===== config.mk =====
export PLATFORM = sky130hd
export DESIGN_NAME = flash_hold_ctrl
export DESIGN_NICKNAME = d
export VERILOG_FILES = /design/src/rtl/flash_hold_pkg.sv /design/src/rtl/fh_sync.sv /design/src/rtl/fh_role_flag.sv /design/src/rtl/fh_hold_fsm.sv /design/src/rtl/fh_bit_counter.sv /design/src/rtl/flash_hold_ctrl.sv
export SDC_FILE = /design/constraint.sdc
export NUM_CORES = 1
export LEC_CHECK = 0
export BUFFER_PORTS_ARGS = -buffer_cell sky130_fd_sc_hd__buf_2
export CAP_MARGIN = 20
export CORE_AREA = 2 2 39 41
export DETAILED_ROUTE_END_ITERATION = 10
export DIE_AREA = 0 0 41 43
export PLACE_DENSITY = 0.74
export SLEW_MARGIN = 0
export SYNTH_ARGS = -nofsm -noshare
export SYNTH_HDL_FRONTEND = slang
export SYNTH_SLANG_ARGS = --single-unit

===== constraint.sdc =====
create_clock -name clk -period 1.2 [get_ports clk]
set_input_delay 0.06 -clock clk [delete_from_list [all_inputs] [get_ports clk]]
set_output_delay 0.06 -clock clk [all_outputs]
set_load 0.05 [all_outputs]

===== src/rtl/flash_hold_pkg.sv =====
package flash_hold_pkg;

  typedef enum logic [0:0] {
    HS_RUN  = 1'b0,
    HS_HELD = 1'b1
  } hold_st_t;

  // Pause may begin only with pause role, chip select active, clock low, pin low
  function automatic logic pause_entry_ok(input logic role_hold, input logic cs_n,
                                          input logic sck, input logic pin);
    return role_hold && !cs_n && !sck && !pin;
  endfunction

  // Pause releases on a high pin, but only once the clock is low
  function automatic logic pause_exit_ok(input logic sck, input logic pin);
    return pin && !sck;
  endfunction

endpackage


===== src/rtl/fh_sync.sv =====
module fh_sync #(
  parameter int WIDTH  = 3,
  parameter int STAGES = 2,
  parameter logic [WIDTH-1:0] RST_VAL = '0
) (
  input  logic             clk,
  input  logic             rst_n,
  input  logic [WIDTH-1:0] async_in,
  output logic [WIDTH-1:0] sync_out
);

  logic [WIDTH-1:0] stage_q [STAGES];

  for (genvar s = 0; s < STAGES; s++) begin : g_stage
    if (s == 0) begin : g_first
      always_ff @(posedge clk or negedge rst_n) begin
        if (!rst_n) stage_q[s] <= RST_VAL;
        else        stage_q[s] <= async_in;
      end
    end else begin : g_next
      always_ff @(posedge clk or negedge rst_n) begin
        if (!rst_n) stage_q[s] <= RST_VAL;
        else        stage_q[s] <= stage_q[s-1];
      end
    end
  end

  assign sync_out = stage_q[STAGES-1];

endmodule


===== src/rtl/fh_role_flag.sv =====
module fh_role_flag (
  input  logic clk,
  input  logic por_n,
  input  logic set_stb,
  output logic role_hold
);

  logic role_q;

  always_ff @(posedge clk or negedge por_n) begin
    if (!por_n)       role_q <= 1'b0;
    else if (set_stb) role_q <= 1'b1;
  end

  assign role_hold = role_q;


  role_sticky_chk: assert property (@(posedge clk) disable iff (!por_n)
    role_q |=> role_q);

endmodule


===== src/rtl/fh_hold_fsm.sv =====
module fh_hold_fsm
  import flash_hold_pkg::*;
(
  input  logic clk,
  input  logic rst_n,
  input  logic role_hold,
  input  logic cs_n_s,
  input  logic sck_s,
  input  logic pin_s,
  output logic paused,
  output logic abort_pulse
);

  hold_st_t st_q, st_d;
  logic     abort_q, abort_d;
  logic     enter_ev, leave_ev, drop_ev;

  // Named events for the assertions
  assign enter_ev = (st_q == HS_RUN) && pause_entry_ok(role_hold, cs_n_s, sck_s, pin_s);
  assign drop_ev  = (st_q == HS_HELD) && cs_n_s;
  assign leave_ev = (st_q == HS_HELD) && !cs_n_s && pause_exit_ok(sck_s, pin_s);

  always_comb begin
    st_d    = st_q;
    abort_d = 1'b0;
    unique case (st_q)
      HS_RUN:  if (enter_ev) st_d = HS_HELD;
      HS_HELD: begin
        if (drop_ev) begin
          st_d    = HS_RUN;
          abort_d = 1'b1;
        end else if (leave_ev || !role_hold) begin
          st_d = HS_RUN;
        end
      end
      default: st_d = HS_RUN;
    endcase
  end

  always_ff @(posedge clk or negedge rst_n) begin
    if (!rst_n) begin
      st_q    <= HS_RUN;
      abort_q <= 1'b0;
    end else begin
      st_q    <= st_d;
      abort_q <= abort_d;
    end
  end

  assign paused      = (st_q == HS_HELD);
  assign abort_pulse = abort_q;


  entry_clock_low_chk: assert property (@(posedge clk) disable iff (!rst_n)
    $rose(paused) |-> $past(!sck_s && !cs_n_s && !pin_s && role_hold));


  exit_clock_low_chk: assert property (@(posedge clk) disable iff (!rst_n)
    ($fell(paused) && !abort_q) |-> $past(!sck_s && pin_s));


  abort_single_chk: assert property (@(posedge clk) disable iff (!rst_n)
    abort_q |-> (!paused && $past(paused) && $past(cs_n_s)));


  abort_no_repeat_chk: assert property (@(posedge clk) disable iff (!rst_n)
    abort_q |=> !abort_q);

endmodule


===== src/rtl/fh_bit_counter.sv =====
module fh_bit_counter #(
  parameter int CNT_W = 3
) (
  input  logic             clk,
  input  logic             rst_n,
  input  logic             sck_s,
  input  logic             cs_n_s,
  input  logic             paused,
  input  logic             clr,
  output logic [CNT_W-1:0] cnt
);

  logic             sck_d;
  logic             sck_rise;
  logic             step_ev;
  logic [CNT_W-1:0] cnt_q;

  function automatic logic [CNT_W-1:0] bump(input logic [CNT_W-1:0] v);
    return v + 1'b1;
  endfunction

  assign sck_rise = sck_s && !sck_d;
  assign step_ev  = sck_rise && !paused && !cs_n_s && !clr;

  always_ff @(posedge clk or negedge rst_n) begin
    if (!rst_n) begin
      sck_d <= 1'b0;
      cnt_q <= '0;
    end else begin
      sck_d <= sck_s;
      if (clr || cs_n_s) cnt_q <= '0;
      else if (step_ev)  cnt_q <= bump(cnt_q);
    end
  end

  assign cnt = cnt_q;


  frozen_when_paused_chk: assert property (@(posedge clk) disable iff (!rst_n)
    (paused && !cs_n_s && !clr) |=> $stable(cnt_q));


  clear_on_deselect_chk: assert property (@(posedge clk) disable iff (!rst_n)
    cs_n_s |=> (cnt_q == '0));

endmodule


===== src/rtl/flash_hold_ctrl.sv =====
module flash_hold_ctrl #(
  parameter int CNT_W       = 3,
  parameter int SYNC_STAGES = 2
) (
  input  logic             clk,
  input  logic             por_n,
  input  logic             cs_n_pin,
  input  logic             sck_pin,
  input  logic             rsthold_pin,
  input  logic             hold_en_stb,
  input  logic             so_drive_req,
  output logic             shift_pause,
  output logic             so_oe,
  output logic             dev_rst,
  output logic             standby_abort,
  output logic [CNT_W-1:0] bit_cnt
);

  localparam int          PIN_N   = 3;
  localparam logic [PIN_N-1:0] PIN_IDLE = 3'b101; // {pin, sck, cs_n}

  logic [PIN_N-1:0] raw_bus, sync_bus;
  logic cs_n_s, sck_s, pin_s;
  logic role_hold;
  logic paused;
  logic dev_rst_q;

  assign raw_bus = {rsthold_pin, sck_pin, cs_n_pin};

  fh_sync #(
    .WIDTH  (PIN_N),
    .STAGES (SYNC_STAGES),
    .RST_VAL(PIN_IDLE)
  ) u_sync (
    .clk     (clk),
    .rst_n   (por_n),
    .async_in(raw_bus),
    .sync_out(sync_bus)
  );

  assign cs_n_s = sync_bus[0];
  assign sck_s  = sync_bus[1];
  assign pin_s  = sync_bus[2];

  fh_role_flag u_role (
    .clk      (clk),
    .por_n    (por_n),
    .set_stb  (hold_en_stb),
    .role_hold(role_hold)
  );

  // Reset role: a low pin resets the device
  always_ff @(posedge clk or negedge por_n) begin
    if (!por_n) dev_rst_q <= 1'b0;
    else        dev_rst_q <= !role_hold && !pin_s;
  end

  fh_hold_fsm u_fsm (
    .clk        (clk),
    .rst_n      (por_n),
    .role_hold  (role_hold),
    .cs_n_s     (cs_n_s),
    .sck_s      (sck_s),
    .pin_s      (pin_s),
    .paused     (paused),
    .abort_pulse(standby_abort)
  );

  fh_bit_counter #(.CNT_W(CNT_W)) u_cnt (
    .clk   (clk),
    .rst_n (por_n),
    .sck_s (sck_s),
    .cs_n_s(cs_n_s),
    .paused(paused),
    .clr   (dev_rst_q),
    .cnt   (bit_cnt)
  );

  assign shift_pause = paused;
  assign dev_rst     = dev_rst_q;
  assign so_oe       = so_drive_req && !cs_n_s && !paused && !dev_rst_q;


  no_reset_in_hold_role_chk: assert property (@(posedge clk) disable iff (!por_n)
    (role_hold && $past(role_hold)) |-> !dev_rst_q);


  so_released_chk: assert property (@(posedge clk) disable iff (!por_n)
    paused |-> !so_oe);


  no_pause_deselected_chk: assert property (@(posedge clk) disable iff (!por_n)
    $rose(paused) |-> $past(!cs_n_s));

endmodule


==> key figures <==
Outcome
  – Outcome: complete, but fails checks
  – Failing checks: negative setup slack

Placed design
  – PortBufs: 13
  – Gpl congestion: 0.6062
  – Place WS: 20.84 ps
  – Placed insts: 62
  – Dpl hpwl: 574.4 µm

Worst setup path
  – CP max-delay cell: dfrtp_2
  – Critical Path Sink Type: output port
  – Worst Path Required: 1140 ps
  – Crit path max fanout: 2
  – Critical Path Start Type: register
  – Worst path max stage delay: 430 ps
  – Setup Crit Path Kind: reg2out
  – CP Cell Sequence: nor4b_4 > buf_6
  – Worst reg2reg path startpoint: u_cnt.cnt[0]$_DFFE_PN0P_
  – Worst Setup SP: dev_rst$_DFF_PN0_
  – CP arrival: 1190 ps

Logic synthesis
  – Cell with the most instances after synthesis: dfrtp_1
  – Synth Area in Adders: 2.392%
  – Yosys warnings: 0
  – Synth area leader: dfrtp_1
  – Cells after synthesis: 34
  – Compound-Gate Fraction of Synth Area: 0%
  – Synthesized area: 523.0 µm²
  – Mux share of post-synthesis cell area: 7.177%
  – Post-synth EDFFs: 0
  – Post-Synth XOR/XNOR Area: 0%
  – Post-synthesis sequential area ratio: 67.94%
  – Synth top area share: 47.85%
  – Post-synthesis simple-gate area fraction: 21.53%
  – #FFs+latches synth: 14
  – Net Count, Synth: 42
  – Synth top cells by count: dfrtp_1 (10), dfstp_2 (4), nor3b_1 (4)
  – Primary FF master, synth: dfrtp_1
  – Largest family of logic cells by synthesized area: simple AND/OR/NAND/NOR gates
  – Synth top area cells: dfrtp_1 (48%), dfstp_2 (20%), nor3b_1 (5.7%)
  – Number of library cell types mapped by synthesis: 15
  – Fraction of registers with async set/reset: 100.0%
  – Synthesized area per cell: 15.38 µm²

Final layout
  – Synthesis-to-layout area growth: 41.39%
  – Non-Filler Instances: 72
  – Share of layout cells above drive strength 1: 58.93%
  – Fin nets: 65
  – Antenna diodes: 0

Power
  – Total Power Consumption: 0.8895 mW
  – Comb power frac: 12.3%
  – Pleak: 0.3344 nW
  – Reg power frac: 58.4%
  – Pint: 0.6768 mW
  – Switching share of power: 23.91%
  – Power Density: 1203 nW/µm²
  – Clock Power Share: 29.4%
  – Sw Pwr: 0.2127 mW
  – Peak supply drop: 1.238 mV

Timing
  – Crit path time final: 1246 ps
  – Final hold violation count: 0
  – Achievable frequency: 0.8024 GHz
  – Max-slew violation total from the final report: 0
  – Final setup vio count: 1
  – Slew HR: 80.21%
  – Worst-Margin Slew: 296.9 ps
  – Final period utilization: 103.9%
  – Unrepaired setup endpoints after global routing: yes
  – Clock skew: 8.179 ps
  – Total negative slack: -46.26 ps
  – Min Hold Slack: 197.5 ps
  – Worst setup margin: -46.26 ps

Routing
  – DRC Markers: 0
  – Iteration-0 DRC Markers: 2
  – Drt first pass iters: 3
  – DR WL/cell: 11.69 µm
  – Routed Antenna Nets: 0
  – DR vias: 349
  – Routed vias/inst: 4.847
  – Total wire length: 842 µm

CTS
  – Clk sinks: 14
  – CTS root buf: clkbuf_4
  – Num CTS Buffers: 3
  – Clk slew on worst S/H paths: 80 ps
  – Max H-tree Level: 1
  – Clock Latency Late Sink: 270 ps
  – Clock buffer depth: 2
  – TritonCTS clock tree: built

GRT
  – Initial antenna violation count: 0
  – Vias in the first global route: 322
  – Grt ovf: 0
  – Pin count of the biggest net entering global routing: 15
  – Total GRT Usage: 12.67%
  – First-pass GRT wire length: 1393 µm

Floorplan
  – Chip Height: 43 µm
  – Die W: 41 µm
  – Starting Density: 37.79%
  – Core area: 1384 µm²
  – Core Rows: 14
  – Io pins: 14
  – Die area: 1763 µm²

Hold path
  – Hold/Removal Path Class: in2async

Run
  – Max cap viols: 0
-- per-layer routing --
layer / part of all wire (%) / GRT usage [%] / vias up
met3: 6.2 / 9.424 / 2
met2: 47 / 15.63 / 14
li1: - / - / 163
met5: 0 / 0 / -
met4: 0.95 / 6.000 / 0
met1: 46 / 16.08 / 170
-- power groups by stage --
stage               clock, mW  sequential, mW  combinational [mW]
floorplan                   0           0.548              0.0425
detailed placement          0           0.529              0.0950
global placement            0           0.527              0.0939
global route            0.305           0.523               0.119
finish                  0.261           0.519               0.109
CTS                     0.276           0.520               0.110
-- what timing repair did --
action | in CTS | in global routing
gates resized for setup | 2 | 0
endpoints found under the hold margin | 18 | 0
setup endpoints to repair | 1 | 2
buffers inserted | 1 | 0
pin swaps | 0 | 0
hold buffers | 5 | 0
-- flip-flops by register name, summed over array words and instances (netlist names) --
register	flops
dev_rst	1
u_cnt.cnt	3
u_cnt.sck_d	1
u_fsm.abort_pulse	1
u_fsm.paused	1
u_role.role_hold	1
u_sync.stage_q	3
u_sync.sync_out	3
-- metrics by stage --
step / cell area (µm²) / util [%]
final: 739.5 / 53.44
after global routing: 739.5 / 53.44
after CTS: 739.5 / 53.44
after detailed placement: 649.4 / 46.93
after global placement: 649.4 / 46.93
after floorplan: 569.3 / -
-- cells by family after synthesis --
family / after synthesis
mux: 3
simple gates: 15
buf+inv: 1
flops: 14
fa+ha+maj: 1
-- area by class of cell --
class                   instances  area, µm²
flip-flops and latches         14      360.3
repair buffers                 19      128.9
well taps                      16      20.02
fillers                       117      644.4
clock buffers                   4      26.28
multi-input cells              19      203.9
-- worst paths after layout --
path	end	slack, ps	cells past startpoint
worst max-delay path	so_oe	-50	2
worst min-delay path	u_fsm.abort_pulse$_DFF_PN0_	200	2
worst max register to register	u_cnt.cnt[2]$_DFFE_PN0P_	10	3
worst min register to register	u_sync.sync_out[1]$_DFF_PN0_	350	0
max in group asynchronous	u_sync.sync_out[0]$_DFF_PN1_	710	2
min in group clk	u_sync.sync_out[1]$_DFF_PN0_	350	0
-- critical path, delay by kind of cell (launching register included) --
kind	cells	cell delay [ps]
buf+inv	1	190
flops	1	430
simple gates	1	300
-- cell usage in the layout, fill, tap and decap left out, types with 2 or more instances in the layout --
cell	synthesis	final
buf_2	1	12
dfrtp_1	10	6
dlygate4sd3_1	0	5
nor3b_1	4	4
dfrtp_2	0	4
dfstp_2	4	4
mux2_4	1	3
clkbuf_4	0	3
nor2b_1	2	2
nor3_1	2	2
No activity file was read; power rests on OpenSTA's default activity.
